**src/rtl/card_stat_pkg.sv**
```systemverilog
package card_stat_pkg;

    // Word offsets (byte offset >> 2) of the host-visible registers
    localparam int unsigned STAT_WORD  = 32'h0D;   // 0x34
    localparam int unsigned CLR_WORD   = 32'h0E;   // 0x38
    localparam int unsigned MASK_WORD  = 32'h0F;   // 0x3C, next mask at +1
    localparam int unsigned ID_WORD    = 32'h3F8;  // 0xFE0 .. 0xFFC
    localparam int unsigned ID_CNT     = 8;

    // Read path state carried between the two processes
    typedef struct packed {
        logic [31:0] rdata;
    } rd_state_t;

    function automatic logic [7:0] id_byte(input logic [2:0] idx);
        logic [7:0] b;
        case (idx)
            3'd0:    b = 8'h81;
            3'd1:    b = 8'h11;
            3'd2:    b = 8'h04;
            3'd3:    b = 8'h00;
            3'd4:    b = 8'h0D;
            3'd5:    b = 8'hF0;
            3'd6:    b = 8'h05;
            default: b = 8'hB1;
        endcase
        return b;
    endfunction

endpackage

```
**src/rtl/card_stat_evt.sv**
```systemverilog
// Sticky event bits: set by pulses, cleared by host, set dominates.
module card_stat_evt #(
    parameter int EVT_W    = 11,
    parameter int RSVD_IDX = 9
) (
    input  logic             clk,
    input  logic             rst_n,
    input  logic [EVT_W-1:0] set_i,
    input  logic [EVT_W-1:0] clr_i,
    output logic [EVT_W-1:0] evt_o
);
    localparam logic [EVT_W-1:0] KEEP_MASK = ~(EVT_W'(1) << RSVD_IDX);

    typedef struct packed {
        logic [EVT_W-1:0] evt;
    } evt_state_t;

    evt_state_t st_d, st_q;

    always_comb begin
        st_d     = st_q;
        st_d.evt = ((st_q.evt & ~clr_i) | set_i) & KEEP_MASK;
    end

    always_ff @(posedge clk or negedge rst_n) begin
        if (!rst_n) begin
            st_q <= '0;
        end else begin
            st_q <= st_d;
        end
    end

    assign evt_o = st_q.evt;

endmodule

```
**src/rtl/card_stat_mask.sv**
```systemverilog
// One mask register and one interrupt line per output.
module card_stat_mask #(
    parameter int STAT_W  = 22,
    parameter int NUM_IRQ = 2
) (
    input  logic                             clk,
    input  logic                             rst_n,
    input  logic [NUM_IRQ-1:0]               wr_en_i,
    input  logic [STAT_W-1:0]                wdata_i,
    input  logic [STAT_W-1:0]                status_i,
    output logic [NUM_IRQ-1:0][STAT_W-1:0]   mask_o,
    output logic [NUM_IRQ-1:0]               irq_o
);
    for (genvar g = 0; g < NUM_IRQ; g++) begin : g_line
        logic [STAT_W-1:0] mask_d, mask_q;

        always_comb begin
            mask_d = mask_q;
            if (wr_en_i[g]) begin
                mask_d = wdata_i;
            end
        end

        always_ff @(posedge clk or negedge rst_n) begin
            if (!rst_n) begin
                mask_q <= '0;
            end else begin
                mask_q <= mask_d;
            end
        end

        assign mask_o[g] = mask_q;
        assign irq_o[g]  = |(status_i & mask_q);
    end

endmodule

```
**src/rtl/card_stat_id.sv**
```systemverilog
// Fixed identification bytes, one per word of the window.
module card_stat_id #(
    parameter int SEL_W = 3
) (
    input  logic [SEL_W-1:0] sel_i,
    output logic [7:0]       id_o
);
    always_comb begin
        id_o = card_stat_pkg::id_byte(3'(sel_i));
    end

endmodule

```
**src/rtl/card_stat_irq.sv**
```systemverilog
module card_stat_irq #(
    parameter int ADDR_W   = 12,
    parameter int DATA_W   = 32,
    parameter int EVT_W    = 11,
    parameter int LIVE_W   = 11,
    parameter int NUM_IRQ  = 2,
    parameter int RSVD_IDX = 9
) (
    input  logic                clk,
    input  logic                rst_n,
    input  logic                reg_wr,
    input  logic                reg_rd,
    input  logic [ADDR_W-1:0]   reg_addr,
    input  logic [DATA_W-1:0]   reg_wdata,
    output logic [DATA_W-1:0]   reg_rdata,
    input  logic [EVT_W-1:0]    evt_set,
    input  logic [LIVE_W-1:0]   live_lvl,
    output logic [NUM_IRQ-1:0]  irq
);
    import card_stat_pkg::*;

    localparam int STAT_W = EVT_W + LIVE_W;
    localparam int WORD_W = ADDR_W - 2;
    localparam int SEL_W  = $clog2(ID_CNT);

    logic [WORD_W-1:0]               word;
    logic [EVT_W-1:0]                clr_vec;
    logic [EVT_W-1:0]                evt_q;
    logic [STAT_W-1:0]               status;
    logic [NUM_IRQ-1:0]              mask_we;
    logic [NUM_IRQ-1:0][STAT_W-1:0]  mask_v;
    logic [7:0]                      id_val;
    logic                            id_hit;
    rd_state_t                       rd_d, rd_q;

    assign word   = reg_addr[ADDR_W-1:2];
    assign status = {live_lvl, evt_q};
    assign id_hit = (word >> SEL_W) == (WORD_W'(ID_WORD) >> SEL_W);

    // Write decode
    always_comb begin
        clr_vec = '0;
        if (reg_wr && word == WORD_W'(CLR_WORD)) begin
            clr_vec = reg_wdata[EVT_W-1:0];
        end
        for (int i = 0; i < NUM_IRQ; i++) begin
            mask_we[i] = reg_wr && (word == WORD_W'(MASK_WORD + i));
        end
    end

    card_stat_evt #(
        .EVT_W    (EVT_W),
        .RSVD_IDX (RSVD_IDX)
    ) u_evt (
        .clk   (clk),
        .rst_n (rst_n),
        .set_i (evt_set),
        .clr_i (clr_vec),
        .evt_o (evt_q)
    );

    card_stat_mask #(
        .STAT_W  (STAT_W),
        .NUM_IRQ (NUM_IRQ)
    ) u_mask (
        .clk      (clk),
        .rst_n    (rst_n),
        .wr_en_i  (mask_we),
        .wdata_i  (reg_wdata[STAT_W-1:0]),
        .status_i (status),
        .mask_o   (mask_v),
        .irq_o    (irq)
    );

    card_stat_id #(
        .SEL_W (SEL_W)
    ) u_id (
        .sel_i (word[SEL_W-1:0]),
        .id_o  (id_val)
    );

    // Read path: registered, held between reads
    always_comb begin
        rd_d = rd_q;
        if (reg_rd) begin
            rd_d.rdata = '0;
            if (word == WORD_W'(STAT_WORD)) begin
                rd_d.rdata = DATA_W'(status);
            end
            for (int i = 0; i < NUM_IRQ; i++) begin
                if (word == WORD_W'(MASK_WORD + i)) begin
                    rd_d.rdata = DATA_W'(mask_v[i]);
                end
            end
            if (id_hit) begin
                rd_d.rdata = DATA_W'(id_val);
            end
        end
    end

    always_ff @(posedge clk or negedge rst_n) begin
        if (!rst_n) begin
            rd_q <= '0;
        end else begin
            rd_q <= rd_d;
        end
    end

    assign reg_rdata = rd_q.rdata;

endmodule

```
**config.mk**
```make
export PLATFORM = sky130hd
export DESIGN_NAME = card_stat_irq
export DESIGN_NICKNAME = d
export VERILOG_FILES = /design/src/rtl/card_stat_pkg.sv /design/src/rtl/card_stat_evt.sv /design/src/rtl/card_stat_mask.sv /design/src/rtl/card_stat_id.sv /design/src/rtl/card_stat_irq.sv
export SDC_FILE = /design/constraint.sdc
export NUM_CORES = 1
export LEC_CHECK = 0
export BUFFER_PORTS_ARGS = -buffer_cell sky130_fd_sc_hd__clkbuf_2
export CAP_MARGIN = 15
export CORE_ASPECT_RATIO = 1.5
export CORE_MARGIN = 2
export CORE_UTILIZATION = 53
export CTS_CLUSTER_SIZE = 30
export DETAILED_ROUTE_END_ITERATION = 12
export PLACE_DENSITY = 0.8
export RECOVER_POWER = 25
export SYNTH_ARGS = -nofsm -noshare
export SYNTH_HDL_FRONTEND = slang
export SYNTH_SLANG_ARGS = --single-unit
```
**constraint.sdc**
```tcl
create_clock -name clk -period 1.6 [get_ports clk]
set_input_delay 0.32 -clock clk [delete_from_list [all_inputs] [get_ports clk]]
set_output_delay 0.32 -clock clk [all_outputs]
set_load 0.005 [all_outputs]
```
==> flow_summary.yaml, run 1 <==
outcome:
  status: "finished, violations left"
  failed_checks: "setup timing"
sta:
  fin_skew_ns: 0.00851
  holdWs_ns: 0.125
  max_slew.worst_pin.slew_ns: 0.968
  max_freq_mhz: 485
  period_share: 1.29
  maxSlewHeadroom: 0.355
  drv_slew: 0
  rsz0062_at_grt: "true"
  setup_violations: 24
  fin_crit_ns: 2.06
  final_hold_viol_count: 0
  fin_ws_ns: -0.464
  fin_setup_tns_ns: -4.29
detailed_routing:
  wl_met3_um: 743
  antenna_left: 0
  routedWlPerCell_um: 21.6
  drt_iter0_markers: 263
  drt_wl_total_mm: 11.8
  vias: 3345
  vias_per_cell: 6.13
  dr_wl_met2_mm: 5.95
  routed.top_layer: "met4"
  dr.pass1.iters: 5
  wl_met1_mm: 4.51
  drcViolationCount: 0
placement:
  place.gp.congestion: 0.869
  port_buffers: 80
  placedCellCount: 523
  post-place-ws_ns: -0.453
  hpwl_mm: 7.53
  post_dp_cell_area_mm2: 0.00469
setup_path:
  cp_num_buf_inv: 2
  cp_slowest_cell: "dfrtp_1"
  slowest_delay_ns: 0.40
  critical_path.top_delay_family: "simple AND/OR/NAND/NOR gates"
  r2r-start: "u_evt.evt_o[5]"
  cp.arrival_ns: 1.74
  worstPathCellList: "buf_4, a22oi_1, nand3_1, or3_1, clkbuf_2"
  endpoint_kind: "output port"
  worst-path-max-fanout: 3
  cp-startpoint: "u_evt.evt_o[10]"
  path_class: "flop to output port"
  worstSetupStartpointType: "flop"
  required_ns: 1.28
die:
  die_h_um: 110
  die_area_mm2: 0.00822
  core_mm2: 0.00723
  die_w_um: 74.7
  ios: 104
  start_util: 0.550
  num_rows: 38
finish:
  utilization: 0.695
  drive_gt1_frac: 0.518
  antenna_cells: 0
  final_cells: 546
  synthToLayoutAreaGrowth_pct: 26.5
  nets: 511
  fin_area_mm2: 0.00502
power:
  p_leak_nw: 2.40
  powerDensity_mw_per_mm2: 749
  finalPower_mw: 3.76
  peakVddDrop_uv: 576
clock_network:
  cts_tree: "built"
  worstSkewPairLatency_ns: 0.37
  clockBufferDepth: 2
  clkSinkCount: 76
  clkTransAtPathRegs_ns: 0.09
  numCtsBuffers: 9
  h-tree-depth: 3
  clockRootBuffer: "clkbuf_8"
yosys:
  netlist_top_cells_count: "dfrtp_1 (76), mux2_2 (45), a32oi_1 (21)"
  ys_warn_count: 0
  ys.flop_type: "dfrtp_1"
  syn_avg_cell_area_um2: 12.3
  yosysMostFrequentCell: "dfrtp_1"
  yosys.area.top_type_share: 0.479
  synth-edff-count: 0
  synth.largest_area_cell: "dfrtp_1"
  yosysUniqueCellTypes: 36
  synth.cell_area_mm2: 0.00397
  ys_seq_elements: 76
  synthArstFlopShare: 1.00
  yosysSeqAreaShare: 0.479
  syn_inst: 323
  ys_top_cells_by_area: "dfrtp_1 (48%), mux2_2 (13%), mux2_4 (7.6%)"
global_route:
  grt_start_max_net_pins: 77
  antenna_found_initial: 0
  grt.total_usage: 0.306
  grt_pass1_vias: 3403
  grt_pass1_wl_mm: 18.1
  grt_overflow: 0
hold_path:
  hold_class: "input port to flop"
  worstHoldStart: "evt_set[7]"
flow_run:
  drv_cap: 0
==> final cells by class <==
cell class	count	area, um2
fill	537	2200
sequential	76	1900
multi-input combinational	204	1890
timing repair buffer	132	861
clock buffer	10	138
tap	100	125
inverter	18	67.6
clock inverter	6	38.8
==> what timing repair did <==
action	in CTS	in global routing
gates cloned	3	1
endpoints found under the setup margin	24	52
gates resized for setup	16	16
pin swaps	19	16
endpoints found under the hold margin	76	0
setup buffers	5	2
hold buffers	1	0
==> final timing paths <==
path	to	slack [ns]	depth (start not counted)
setup / recovery	irq[0]	-0.46	5
hold / removal	u_evt.evt_o[7]	0.13	2
setup reg to reg	reg_rdata[5]	0.28	4
hold reg to reg	reg_rdata[5]	0.51	2
max in group asynchronous	u_mask.g_line[1].mask_q[3]	0.22	3
min in group asynchronous	reg_rdata[2]	0.72	3
==> registers in the layout, summed over array words and instances (netlist names) <==
name and cells:
reg_rdata 22, u_mask.g_line.mask_q 44, u_evt.evt_o 10
==> worst reg2reg max path, stage by stage, from the launching register on <==
cell	delay, ns
dfrtp_1	0.41
buf_4	0.15
mux2_2	0.25
a32oi_1	0.23
o221ai_1	0.17
==> logic make-up (layout without fill, tap and decap cells) <==
kind of cell           count (synthesis)  in the layout  share of synthesized area
other                                  1             10                   0.000944
AOI/OAI and AO/OA                     76             76                      0.149
muxes                                 65             65                      0.203
and+or+nand+nor                       53             53                     0.0942
buffers and inverters                 52            166                     0.0737
DFF                                   76             76                      0.479
==> layer usage <==
metal	track usage	up-vias
li1	-	1468
met2	0.490	176
met3	0.0718	48
met4	0.175	0
met5	0	-
met1	0.373	1653
==> where the power goes <==
group	switching (mW)	leakage, nW	total [mW]	internal (mW)
clock network	0.782	0.0885	1.38	0.602
logic	0.232	1.31	0.425	0.193
registers	0.0153	1.01	1.95	1.94
==> cells in the final DEF, fill, tap and decap left out, types with 3 or more instances in the layout <==
cell type  instances
a32oi_1           21
nand3b_1          12
clkinv_2           3
buf_6              8
clkbuf_8          10
dfrtp_1           76
inv_1             18
a21o_1            10
o221ai_1           5
mux2_2            45
nand4_1            5
mux2_4            20
nand2b_1           6
nand3_1            5
o22ai_1           15
conb_1            10
a22oi_1           17
or4_4             11
clkbuf_2          78
buf_4             41
No activity file was read; power rests on OpenSTA's default activity.
==> inputs of run 2 (changes only) <==
--- a/config.mk
+++ b/config.mk
@@ -9,10 +9,10 @@
 export CAP_MARGIN = 15
 export CORE_ASPECT_RATIO = 1.5
 export CORE_MARGIN = 2
-export CORE_UTILIZATION = 53
+export CORE_UTILIZATION = 57
 export CTS_CLUSTER_SIZE = 30
 export DETAILED_ROUTE_END_ITERATION = 12
-export PLACE_DENSITY = 0.8
+export PLACE_DENSITY = 0.85
 export RECOVER_POWER = 25
 export SYNTH_ARGS = -nofsm -noshare
 export SYNTH_HDL_FRONTEND = slang
==> constraint.sdc (replaced) <==
create_clock -name clk -period 2.52 [get_ports clk]
set_input_delay 0.504 -clock clk [delete_from_list [all_inputs] [get_ports clk]]
set_output_delay 0.504 -clock clk [all_outputs]
set_load 0.005 [all_outputs]
==> run 2 against run 1 <==
Effect of this change: hold slack better by 0.18 ns; final area down 9.1%; the run ends with capacitance limit, slew limit left; combinational power decreased by 46%; sequential power decreased by 36%; via count decreased by 8.1%; global-route usage is 3.0 points lower.
==> flow_summary.yaml, run 2 (synthesized netlist as in run 1, its figures left out) <==
finish:
  utilization: 0.671
  drive_gt1_frac: 0.440
  ff_latch_area_mm2: 0.00190
  largest_reg_flops: 44
  nFillCells: 523
  final_cell_mix: "clkbuf_2 (80), dfrtp_1 (76), mux2_2 (45)"
  largest_register: "u_mask.g_line.mask_q"
  final_cells: 485
  multi_input_area_mm2: 0.00182
  synthToLayoutAreaGrowth_pct: 14.9
  antenna_cells: 0
  final_common_cell: "clkbuf_2"
  nets: 472
flow_run:
  drv_cap: 1
setup_path:
  endpoint_kind: "output port"
  cp.arrival_ns: 1.78
  worstSetupStartpointType: "flop"
  path_class: "flop to output port"
  cp-startpoint: "u_mask.g_line[1].mask_q[16]"
  worst-path-max-fanout: 3
  required_ns: 2.02
  r2r-start: "u_evt.evt_o[6]"
global_route:
  grt.total_usage: 0.276
  busiest_layer: "met2"
  met3_usage: 0.0540
  grt_pass1_wl_mm: 15.7
  antenna_found_initial: 0
  met1_usage: 0.340
  met2_usage: 0.435
  grt_overflow: 0
  grt_start_max_net_pins: 77
  grt_pass1_vias: 3241
sta:
  setup_violations: 0
  rsz0062_at_grt: "false"
  fin_skew_ns: 0.00604
  fin_crit_ns: 2.28
  period_share: 0.906
  fin_setup_tns_ns: 0
  max_freq_mhz: 438
  drv_slew: 77
  final_hold_viol_count: 0
  max_slew.worst_pin.slew_ns: 1.85
  holdWs_ns: 0.304
  maxSlewHeadroom: -0.234
clock_network:
  clkSinkCount: 76
  clockBufferDepth: 2
  worstSkewPairLatency_ns: 0.37
  hold_buffers: 0
  numCtsBuffers: 9
  cts_resized: 0
  clkTransAtPathRegs_ns: 0.09
  h-tree-depth: 3
  clockRootBuffer: "clkbuf_8"
  cts_setup_buffers: 0
  cts_tree: "built"
power:
  powerDensity_mw_per_mm2: 515
  peakVddDrop_uv: 321
  p_leak_nw: 2.15
  finalPower_mw: 2.35
outcome:
  failed_checks: "capacitance limit, slew limit"
  status: "finished, violations left"
placement:
  port_buffers: 80
  hpwl_mm: 6.95
  placedCellCount: 469
  place.gp.congestion: 0.931
die:
  die_area_mm2: 0.00766
  start_util: 0.584
  ios: 104
  die_w_um: 72.2
  die_h_um: 106
  core_mm2: 0.00681
  num_rows: 37
detailed_routing:
  vias_per_cell: 6.34
  routedWlPerCell_um: 20.7
  drt_wl_total_mm: 10.0
  antenna_left: 0
  drcViolationCount: 0
  vias: 3074
  dr.pass1.iters: 4
  drt_iter0_markers: 341
hold_path:
  worstHoldStart: "evt_set[7]"
  hold_class: "input port to flop"
## run 2: final timing paths
| path | endpoint | slack, ns | depth (start not counted) |
|---|---|---|---|
| min in group asynchronous | u_mask.g_line[0].mask_q[1] | 0.62 | 1 |
| max | irq[1] | 0.24 | 4 |
| max in group asynchronous | reg_rdata[14] | 0.79 | 1 |
| max reg2reg | reg_rdata[6] | 1.30 | 3 |
| min reg2reg | reg_rdata[7] | 0.51 | 2 |
| min | u_evt.evt_o[7] | 0.30 | 2 |
## run 2: per-layer routing
layer | wire, um | vias up
met4 | 342 | 0
met3 | 625 | 28
met2 | 5120 | 141
met5 | 0 | -
met1 | 3950 | 1516
li1 | - | 1389
## run 2: worst max-delay path: stages, from the launching register on
cell and delay (ns):
dfrtp_1 0.40, a222oi_1 0.33, nand3_1 0.13, or3_1 0.42
clkbuf_2 0.13
## run 2: cell type report
type,instances,share of cell area
Clock buffer,9,0.0271
Multi-Input combinational cell,204,0.398
Tap cell,78,0.0214
Inverter,18,0.0148
Clock inverter,7,0.0132
Timing Repair Buffer,93,0.109
Sequential cell,76,0.417
## run 2: power by group
group | total, mW | leakage [nW] | switching (mW) | internal (mW)
clock network | 0.883 | 0.0844 | 0.511 | 0.372
registers | 1.24 | 1.01 | 0.00968 | 1.23
logic | 0.229 | 1.06 | 0.131 | 0.0986
## run 2: stage by stage
stage	worst slack (ns)	cell area (um2)
floorplan	0.281	4010
global placement	0.121	4380
detailed placement	0.0925	4380
CTS	0.230	4570
global route	0.136	4560
finish	0.237	4560
